--- src/rtl/quad_pkg.sv ---
package quad_pkg;

  typedef enum logic [2:0] {
    ST_IDLE = 3'd0,
    ST_SQ   = 3'd1,
    ST_BXC  = 3'd2,
    ST_FIN  = 3'd3,
    ST_DONE = 3'd4
  } step_t;

  typedef enum logic {
    PA_X  = 1'b0,
    PA_XX = 1'b1
  } pa_sel_t;

  typedef enum logic [1:0] {
    PB_X = 2'd0,
    PB_A = 2'd1,
    PB_B = 2'd2
  } pb_sel_t;

  typedef enum logic {
    AD_C   = 1'b0,
    AD_ACC = 1'b1
  } ad_sel_t;

  typedef struct packed {
    logic    ld_x;
    logic    ld_xx;
    logic    ld_bxc;
    logic    ld_y;
    pa_sel_t pa;
    pb_sel_t pb;
    ad_sel_t ad;
  } ctl_t;

endpackage

--- src/rtl/quad_mul.sv ---
module quad_mul #(
  parameter int AW = 32,
  parameter int BW = 16,
  localparam int PW = AW + BW
) (
  input  logic signed [AW-1:0] a,
  input  logic signed [BW-1:0] b,
  output logic signed [PW-1:0] p
);
  // Full-precision signed product; the wider operand carries the square.
  generate
    if (AW >= BW) begin : g_wide_a
      assign p = a * b;
    end else begin : g_wide_b
      assign p = b * a;
    end
  endgenerate
endmodule

--- src/rtl/quad_ctrl.sv ---
module quad_ctrl
  import quad_pkg::*;
(
  input  logic clk,
  input  logic rst,
  input  logic start,
  output ctl_t ctl,
  output logic busy,
  output logic done
);
  step_t st, st_nx;

  always_comb begin
    ctl    = '0;
    ctl.pa = PA_X;
    ctl.pb = PB_X;
    ctl.ad = AD_C;
    st_nx  = st;
    case (st)
      ST_IDLE, ST_DONE: begin
        if (start) begin
          ctl.ld_x = 1'b1;
          st_nx    = ST_SQ;
        end else begin
          st_nx = ST_IDLE;
        end
      end
      ST_SQ: begin
        ctl.pa    = PA_X;
        ctl.pb    = PB_X;
        ctl.ld_xx = 1'b1;
        st_nx     = ST_BXC;
      end
      ST_BXC: begin
        ctl.pa     = PA_X;
        ctl.pb     = PB_B;
        ctl.ad     = AD_C;
        ctl.ld_bxc = 1'b1;
        st_nx      = ST_FIN;
      end
      ST_FIN: begin
        ctl.pa   = PA_XX;
        ctl.pb   = PB_A;
        ctl.ad   = AD_ACC;
        ctl.ld_y = 1'b1;
        st_nx    = ST_DONE;
      end
      default: st_nx = ST_IDLE;
    endcase
  end

  always_ff @(posedge clk) begin
    if (rst) begin
      st   <= ST_IDLE;
      busy <= 1'b0;
      done <= 1'b0;
    end else begin
      st   <= st_nx;
      busy <= (st_nx == ST_SQ) || (st_nx == ST_BXC) || (st_nx == ST_FIN);
      done <= (st_nx == ST_DONE);
    end
  end
endmodule

--- src/rtl/quad_datapath.sv ---
module quad_datapath
  import quad_pkg::*;
#(
  parameter int W = 16,
  localparam int XW = 2 * W,
  localparam int PW = 3 * W,
  localparam int YW = 3 * W + 1
) (
  input  logic                 clk,
  input  logic                 rst,
  input  ctl_t                 ctl,
  input  logic signed [W-1:0]  x_in,
  input  logic signed [W-1:0]  coef_a,
  input  logic signed [W-1:0]  coef_b,
  input  logic signed [W-1:0]  coef_c,
  output logic signed [YW-1:0] y_q
);
  logic signed [W-1:0]  x_q;
  logic signed [XW-1:0] xx_q;
  logic signed [YW-1:0] bxc_q;

  logic signed [XW-1:0] opa;
  logic signed [W-1:0]  opb;
  logic signed [PW-1:0] prod;
  logic signed [YW-1:0] prod_ext;
  logic signed [YW-1:0] addb;
  logic signed [YW-1:0] sum;

  // Port A steering: x (sign-extended) or the stored square.
  always_comb begin
    if (ctl.pa == PA_XX) opa = xx_q;
    else                 opa = {{(XW-W){x_q[W-1]}}, x_q};
  end

  // Port B steering: x, A or B.
  always_comb begin
    case (ctl.pb)
      PB_A:    opb = coef_a;
      PB_B:    opb = coef_b;
      default: opb = x_q;
    endcase
  end

  quad_mul #(.AW(XW), .BW(W)) u_mul (
    .a (opa),
    .b (opb),
    .p (prod)
  );

  assign prod_ext = {{(YW-PW){prod[PW-1]}}, prod};

  // Second adder input: constant term or the stored partial sum.
  always_comb begin
    if (ctl.ad == AD_ACC) addb = bxc_q;
    else                  addb = {{(YW-W){coef_c[W-1]}}, coef_c};
  end

  assign sum = prod_ext + addb;

  always_ff @(posedge clk) begin
    if (rst) begin
      x_q   <= '0;
      xx_q  <= '0;
      bxc_q <= '0;
      y_q   <= '0;
    end else begin
      if (ctl.ld_x)   x_q   <= x_in;
      if (ctl.ld_xx)  xx_q  <= prod[XW-1:0];
      if (ctl.ld_bxc) bxc_q <= sum;
      if (ctl.ld_y)   y_q   <= sum;
    end
  end
endmodule

--- src/rtl/quad_eval.sv ---
module quad_eval
  import quad_pkg::*;
#(
  parameter int W = 16,
  localparam int YW = 3 * W + 1
) (
  input  logic                 clk,
  input  logic                 rst,
  input  logic                 start,
  input  logic signed [W-1:0]  x_in,
  input  logic signed [W-1:0]  coef_a,
  input  logic signed [W-1:0]  coef_b,
  input  logic signed [W-1:0]  coef_c,
  output logic signed [YW-1:0] y,
  output logic                 done,
  output logic                 busy
);
  ctl_t ctl;

  quad_ctrl u_ctrl (
    .clk   (clk),
    .rst   (rst),
    .start (start),
    .ctl   (ctl),
    .busy  (busy),
    .done  (done)
  );

  quad_datapath #(.W(W)) u_dp (
    .clk    (clk),
    .rst    (rst),
    .ctl    (ctl),
    .x_in   (x_in),
    .coef_a (coef_a),
    .coef_b (coef_b),
    .coef_c (coef_c),
    .y_q    (y)
  );
endmodule

--- config.mk ---
export PLATFORM = sky130hd
export DESIGN_NAME = quad_eval
export DESIGN_NICKNAME = d
export VERILOG_FILES = /design/src/rtl/quad_pkg.sv /design/src/rtl/quad_mul.sv /design/src/rtl/quad_ctrl.sv /design/src/rtl/quad_datapath.sv /design/src/rtl/quad_eval.sv
export SDC_FILE = /design/constraint.sdc
export NUM_CORES = 2
export LEC_CHECK = 0
export BUFFER_PORTS_ARGS = -buffer_cell sky130_fd_sc_hd__buf_4
export CAP_MARGIN = 20
export CORE_ASPECT_RATIO = 0.75
export CORE_MARGIN = 8
export CORE_UTILIZATION = 30
export DETAILED_ROUTE_END_ITERATION = 10
export GPL_ROUTABILITY_DRIVEN = 1
export HOLD_SLACK_MARGIN = 0.1
export PLACE_DENSITY = 0.55
export SETUP_SLACK_MARGIN = 0.3
export SLEW_MARGIN = 20
export SYNTH_ARGS = -nofsm -noshare
export SYNTH_HDL_FRONTEND = slang
export SYNTH_SLANG_ARGS = --single-unit
--- constraint.sdc ---
create_clock -name clk -period 13.5 [get_ports clk]
set_clock_uncertainty 0.15 [all_clocks]
set_input_delay 2.7 -clock clk [delete_from_list [all_inputs] [get_ports clk]]
set_output_delay 2.7 -clock clk [all_outputs]
set_load 0.01 [all_outputs]
# Word-level counts from Yosys, hierarchy flattened
# Index checks and enable logic that the tools add are counted.
classes:
  eq_ne: 10
  shift: 0
  div_mod_pow: 0
  muxes: 11
  order_cmp: 0
  n_addsub: 1
  mul: 1
  n_reduce_logical: 4
  n_bitwise: 0
op_table:
  columns: ["cell", "count"]
  rows:
  - ["$add A48 B49 Y49", 1]
  - ["$mux W49", 1]
  - ["$mul A32 B16 Y48", 1]
  - ["$mux W32", 1]
  - ["$pmux W16 S2", 1]
  - ["$eq A3 B2 Y1 const B", 4]
  - ["$pmux W3 S4", 1]
  - ["$eq A3 B1 Y1 const B", 2]
  - ["$eq A3 B3 Y1 const B", 2]
  - ["$mux W1", 6]
  - ["$pmux W3 S2", 1]
  - ["$logic_not A3 Y1", 1]
  - ["$eq A2 B1 Y1 const B", 1]
  - ["$eq A2 B2 Y1 const B", 1]
  - ["$logic_or A1 B1 Y1", 2]
  - ["$reduce_or A2 Y1", 1]
totals:
  romBits: 0
  ram_bits: 0
  latch_bits: 0
  n_memories: 0
  reg_bits: 151

# Logic depth before layout (Yosys ltp)
depth:
  ltp_word: 6
  mapped_depth: 41

# Hierarchy
# Synthesis repeated with hierarchy kept, for this count alone.
hier_totals:
  cells_unflattened: 3280
  hier_area_um2: 27844.2
by_module_without_submodules:
  columns: ["mod", "area_each_um2", "instances", "cells_per_inst", "seq_area_each_um2"]
  rows:
  - ["quad_mul", 18057.3, 1, 2063, 0.0]
  - ["quad_datapath", 9571.7, 1, 1194, 2922.8]
  - ["quad_ctrl", 215.2, 1, 23, 100.1]

# Least setup slack after synthesis
# No wires, ideal clock.
synth_path:
  path_type: "in2reg"
  from: "input coef_a[1]"
  to: "register u_dp.bxc_q[44]"
  slack_ns: 2.257
  arrival_ns: 10.978
  path_stages: 34
  required_ns: 13.235
  path_buffers: 2
  path_cell_list: "mux2i_1 -> o21a_1 -> clkbuf_1 -> buf_1 -> nor2_1 -> fa_1 -> inv_1 -> fa_1 -> fa_1 -> fa_1 -> fa_1 -> fa_1 -> inv_1 -> ha_1 -> and3_1 -> nand2_1 -> or3_1 -> or3_1 -> a21boi_0 -> o21ai_0 -> a21oi_1 -> o31ai_1 -> and2_1 -> ha_1 -> a21oi_1 -> o21ai_1 -> a2111oi_2 -> o32ai_1 -> o21bai_4 -> a311o_1 -> a311oi_2 -> nand2_1 -> o311a_1 -> o21a_1"
synth_via:
  elab_chain_len: 3
synth_lines:
  columns: ["item", "line", "source"]
  rows:
  - ["start, declared", "quad_eval.sv:11", "input logic signed [W-1:0] coef_a,"]
  - ["$pmux W16 S2", "quad_datapath.sv:37", "case (ctl.pb)"]
  - ["$mul A32 B16 Y48", "quad_mul.sv:13", "assign p = a * b;"]
  - ["via u_dp.prod[25]", "quad_datapath.sv:24", "logic signed [PW-1:0] prod;"]
  - ["$add A48 B49 Y49", "quad_datapath.sv:58", "assign sum = prod_ext + addb;"]
  - ["end signal, assigned", "quad_datapath.sv:69", "if (ctl.ld_bxc) bxc_q <= sum;"]
  - ["end, declared", "quad_datapath.sv:20", "logic signed [YW-1:0] bxc_q;"]
# The timed path passes the listed nets, and every way through them passes these cells.
# A chain may end at the register's enable or synchronous reset.

# Worst setup path after layout
layout_path:
  from: "input coef_a[5]"
  to: "register u_dp.bxc_q[43]"
# Same word-level chain as after synthesis.

==> metrics <==
total power after layout=3.62 mW; syn avg cell area=8.11 sq um; Setup TNS=0 ns; Worst EP required=13.76 ns; CTS root buf=clkbuf_16; synthesized instance count=3261; hold buffer count at cts=0; ys flop type=dfxtp_1; period utilization=88.7%; vias=21900; Placed Instances=4422; synth warn=0; RSZ-0062 raised after global routing=no; All-Layer GR Usage=17.1%; Final setup viols=0; ant diodes=0; Critical Path AT=12.24 ns; Synth cell types=77; Final Routed Wirelength=83700 microns; #FFs+latches synth=151; Area Growth Syn to Fin=10.3%; biggest area consumer among synthesized cells=fa_1; post-cts sizing count=0; GPL Wtd Cong=0.945; chip height=273 microns; TritonCTS Sinks=151; Reg clk slew, reported paths=0.07 ns; # IOs=118; max frequency=0.0835 GHz; CTS buffer count=17; worst hold path type=reg -> reg; ys async rst share=0%; most numerous cell in the Yosys netlist=nand2_1; die area=98000 sq um; DP HPWL=67100 microns; CP dominant cell by count=fa_1; Post-Syn Nets=3977; PortBufs=117; GRT overflow=0; max-cap viol count=0; Cell Rows=94; crit path kind=in -> reg; share of layout cells above drive strength 1=7.15%; post-synthesis sequential area ratio=11.4%; CORE AREA=87500 sq um; status=completed; Mapped Area=26500 sq um; Via density=4.92; Final nets=4006; pin count of the biggest net entering global routing=88; H-tree levels=4; Relative slew margins=20.3%; crit end category=flip-flop; CTS tree=done; Worst setup SP type=primary input; Slew Viols, Final=0; vias in the first global route=22000; power per standard cell area=124 nW/um^2; CP max FO=13; final hold vios=0; commonest cells in the netlist=682 x nand2_1, 523 x inv_1, 487 x fa_1; Final Util=33.3%; first drt pass iteration count=5; clock buffer depth=2; Post-Layout Cell Count=4455; post-route ant nets=0; starting DRC count in detailed routing=1706; DR WL/cell=18.8 microns; Tightest Pin Transition=1.20 ns; Die W=359 microns; first-pass GRT wire length=132000 microns; top cells by area, synth=fa_1 37%, dfxtp_1 11%, nand2_1 9.7%; number of remaining DRC errors=0; Worst path slowest cell=o21a_1; Peak VDD IR=0.0828 mV; leakage power=13.1 nW; Yosys top cell area share=36.9%; slowest cell delay on critical path=0.72 ns; Post-synth EDFFs=0; clock latency on the worst-skew pair=0.47 ns; Starting Density=30.2%; Setup Fix Bufs, Post-CTS=0; Final min period=11.98 ns; initial antenna violation count=2
[critical path, delay by kind of cell]
kind / cells / cell delay [ns]
adder cells (fa/ha/maj): 8 / 3.70
AO/OA/AOI/OAI: 10 / 3.09
AND/OR/NAND/NOR: 8 / 1.91
multiplexers: 1 / 0.37
buffers and inverters: 5 / 0.30
XOR/XNOR: 1 / 0.18
[metal layers]
| layer | GRT usage [%] | wire length, microns | part of all wire (%) |
|---|---|---|---|
| met2 | 25.8 | 35800 | 43 |
| met1 | 24.6 | 39100 | 47 |
| met3 | 4.44 | 7370 | 8.8 |
| met4 | 3.19 | 1410 | 1.7 |
| met5 | 0 | 0 | 0 |
[path summary, 6_finish.rpt]
kind                  startpoint        endpoint  slack (ns)  cells past startpoint
hold reg to reg   u_dp.bxc_q[10]  u_dp.bxc_q[10]        0.31                      2
hold / removal    u_dp.bxc_q[10]  u_dp.bxc_q[10]        0.31                      2
setup reg to reg    u_ctrl.st[0]  u_dp.bxc_q[43]        2.30                     33
setup / recovery       coef_a[5]  u_dp.bxc_q[43]        1.52                     33
[cell families (layout without fill, tap and decap cells)]
group           Yosys count  after routing  share of synthesized area [%]
flops                   151            151                           11.4
compound gates          518            518                           12.5
simple gates           1141           1141                           17.6
fa+ha+maj               649            649                           44.5
buf+inv                 681            723                           9.75
mux                      31             31                           1.18
xor+xnor                 90             90                           2.98
[through the flow]
stage / hold WS, ns / setup WS [ns] / instance area [sq um]
2_1_floorplan: 0.287 / 2.26 / 26500
3_3_place_gp: 0.292 / 1.21 / 28600
3_5_place_dp: 0.297 / 1.16 / 28600
4_1_cts: 0.307 / 1.62 / 29200
5_1_grt: 0.329 / 0.971 / 29200
6_report: 0.306 / 1.52 / 29200
[area by class of cell]
cell class	count	area, sq um
multi-input combinational	2429	20900
tap	1152	1440
sequential	151	3020
inverter	524	1970
clock buffer	17	425
timing repair buffer	167	1250
fill	9370	58300
clock inverter	15	159
[layout by cell type (no fill, tap or decap), types with 7 or more instances in the layout]
master,instances
o21a_1,31
a31oi_1,16
nand4_1,18
a21oi_1,218
inv_1,523
a211o_1,7
o21ai_1,15
and2_1,9
nand2_1,680
a21o_1,95
nand3b_1,8
xor2_1,40
nor3_1,24
ha_1,162
nor2b_1,11
o21bai_1,18
mux2i_1,30
nor2_1,299
fa_1,487
a211oi_1,16
and3_1,13
xnor2_1,50
o21ai_0,38
nand3_1,26
dfxtp_1,151
or3_1,7
nor3b_1,9
o31ai_1,10
clkbuf_16,17
nand2b_1,11
buf_4,167
[flip-flops by register name, indices dropped and copies added (netlist names)]
signal,cells
u_ctrl.busy,1
u_ctrl.done,1
u_ctrl.st,3
u_dp.bxc_q,49
u_dp.x_q,16
u_dp.xx_q,32
u_dp.y_q,49
[where the power goes]
| group | switching, mW | internal, mW | total [mW] | leakage (nW) |
|---|---|---|---|---|
| Combinational | 1.63 | 0.947 | 2.58 | 11.6 |
| Sequential | 0.0379 | 0.499 | 0.537 | 1.23 |
| Clock | 0.254 | 0.247 | 0.502 | 0.285 |
| Total | 1.92 | 1.69 | 3.62 | 13.1 |
Note: power is estimated with default switching activity, not from simulation.
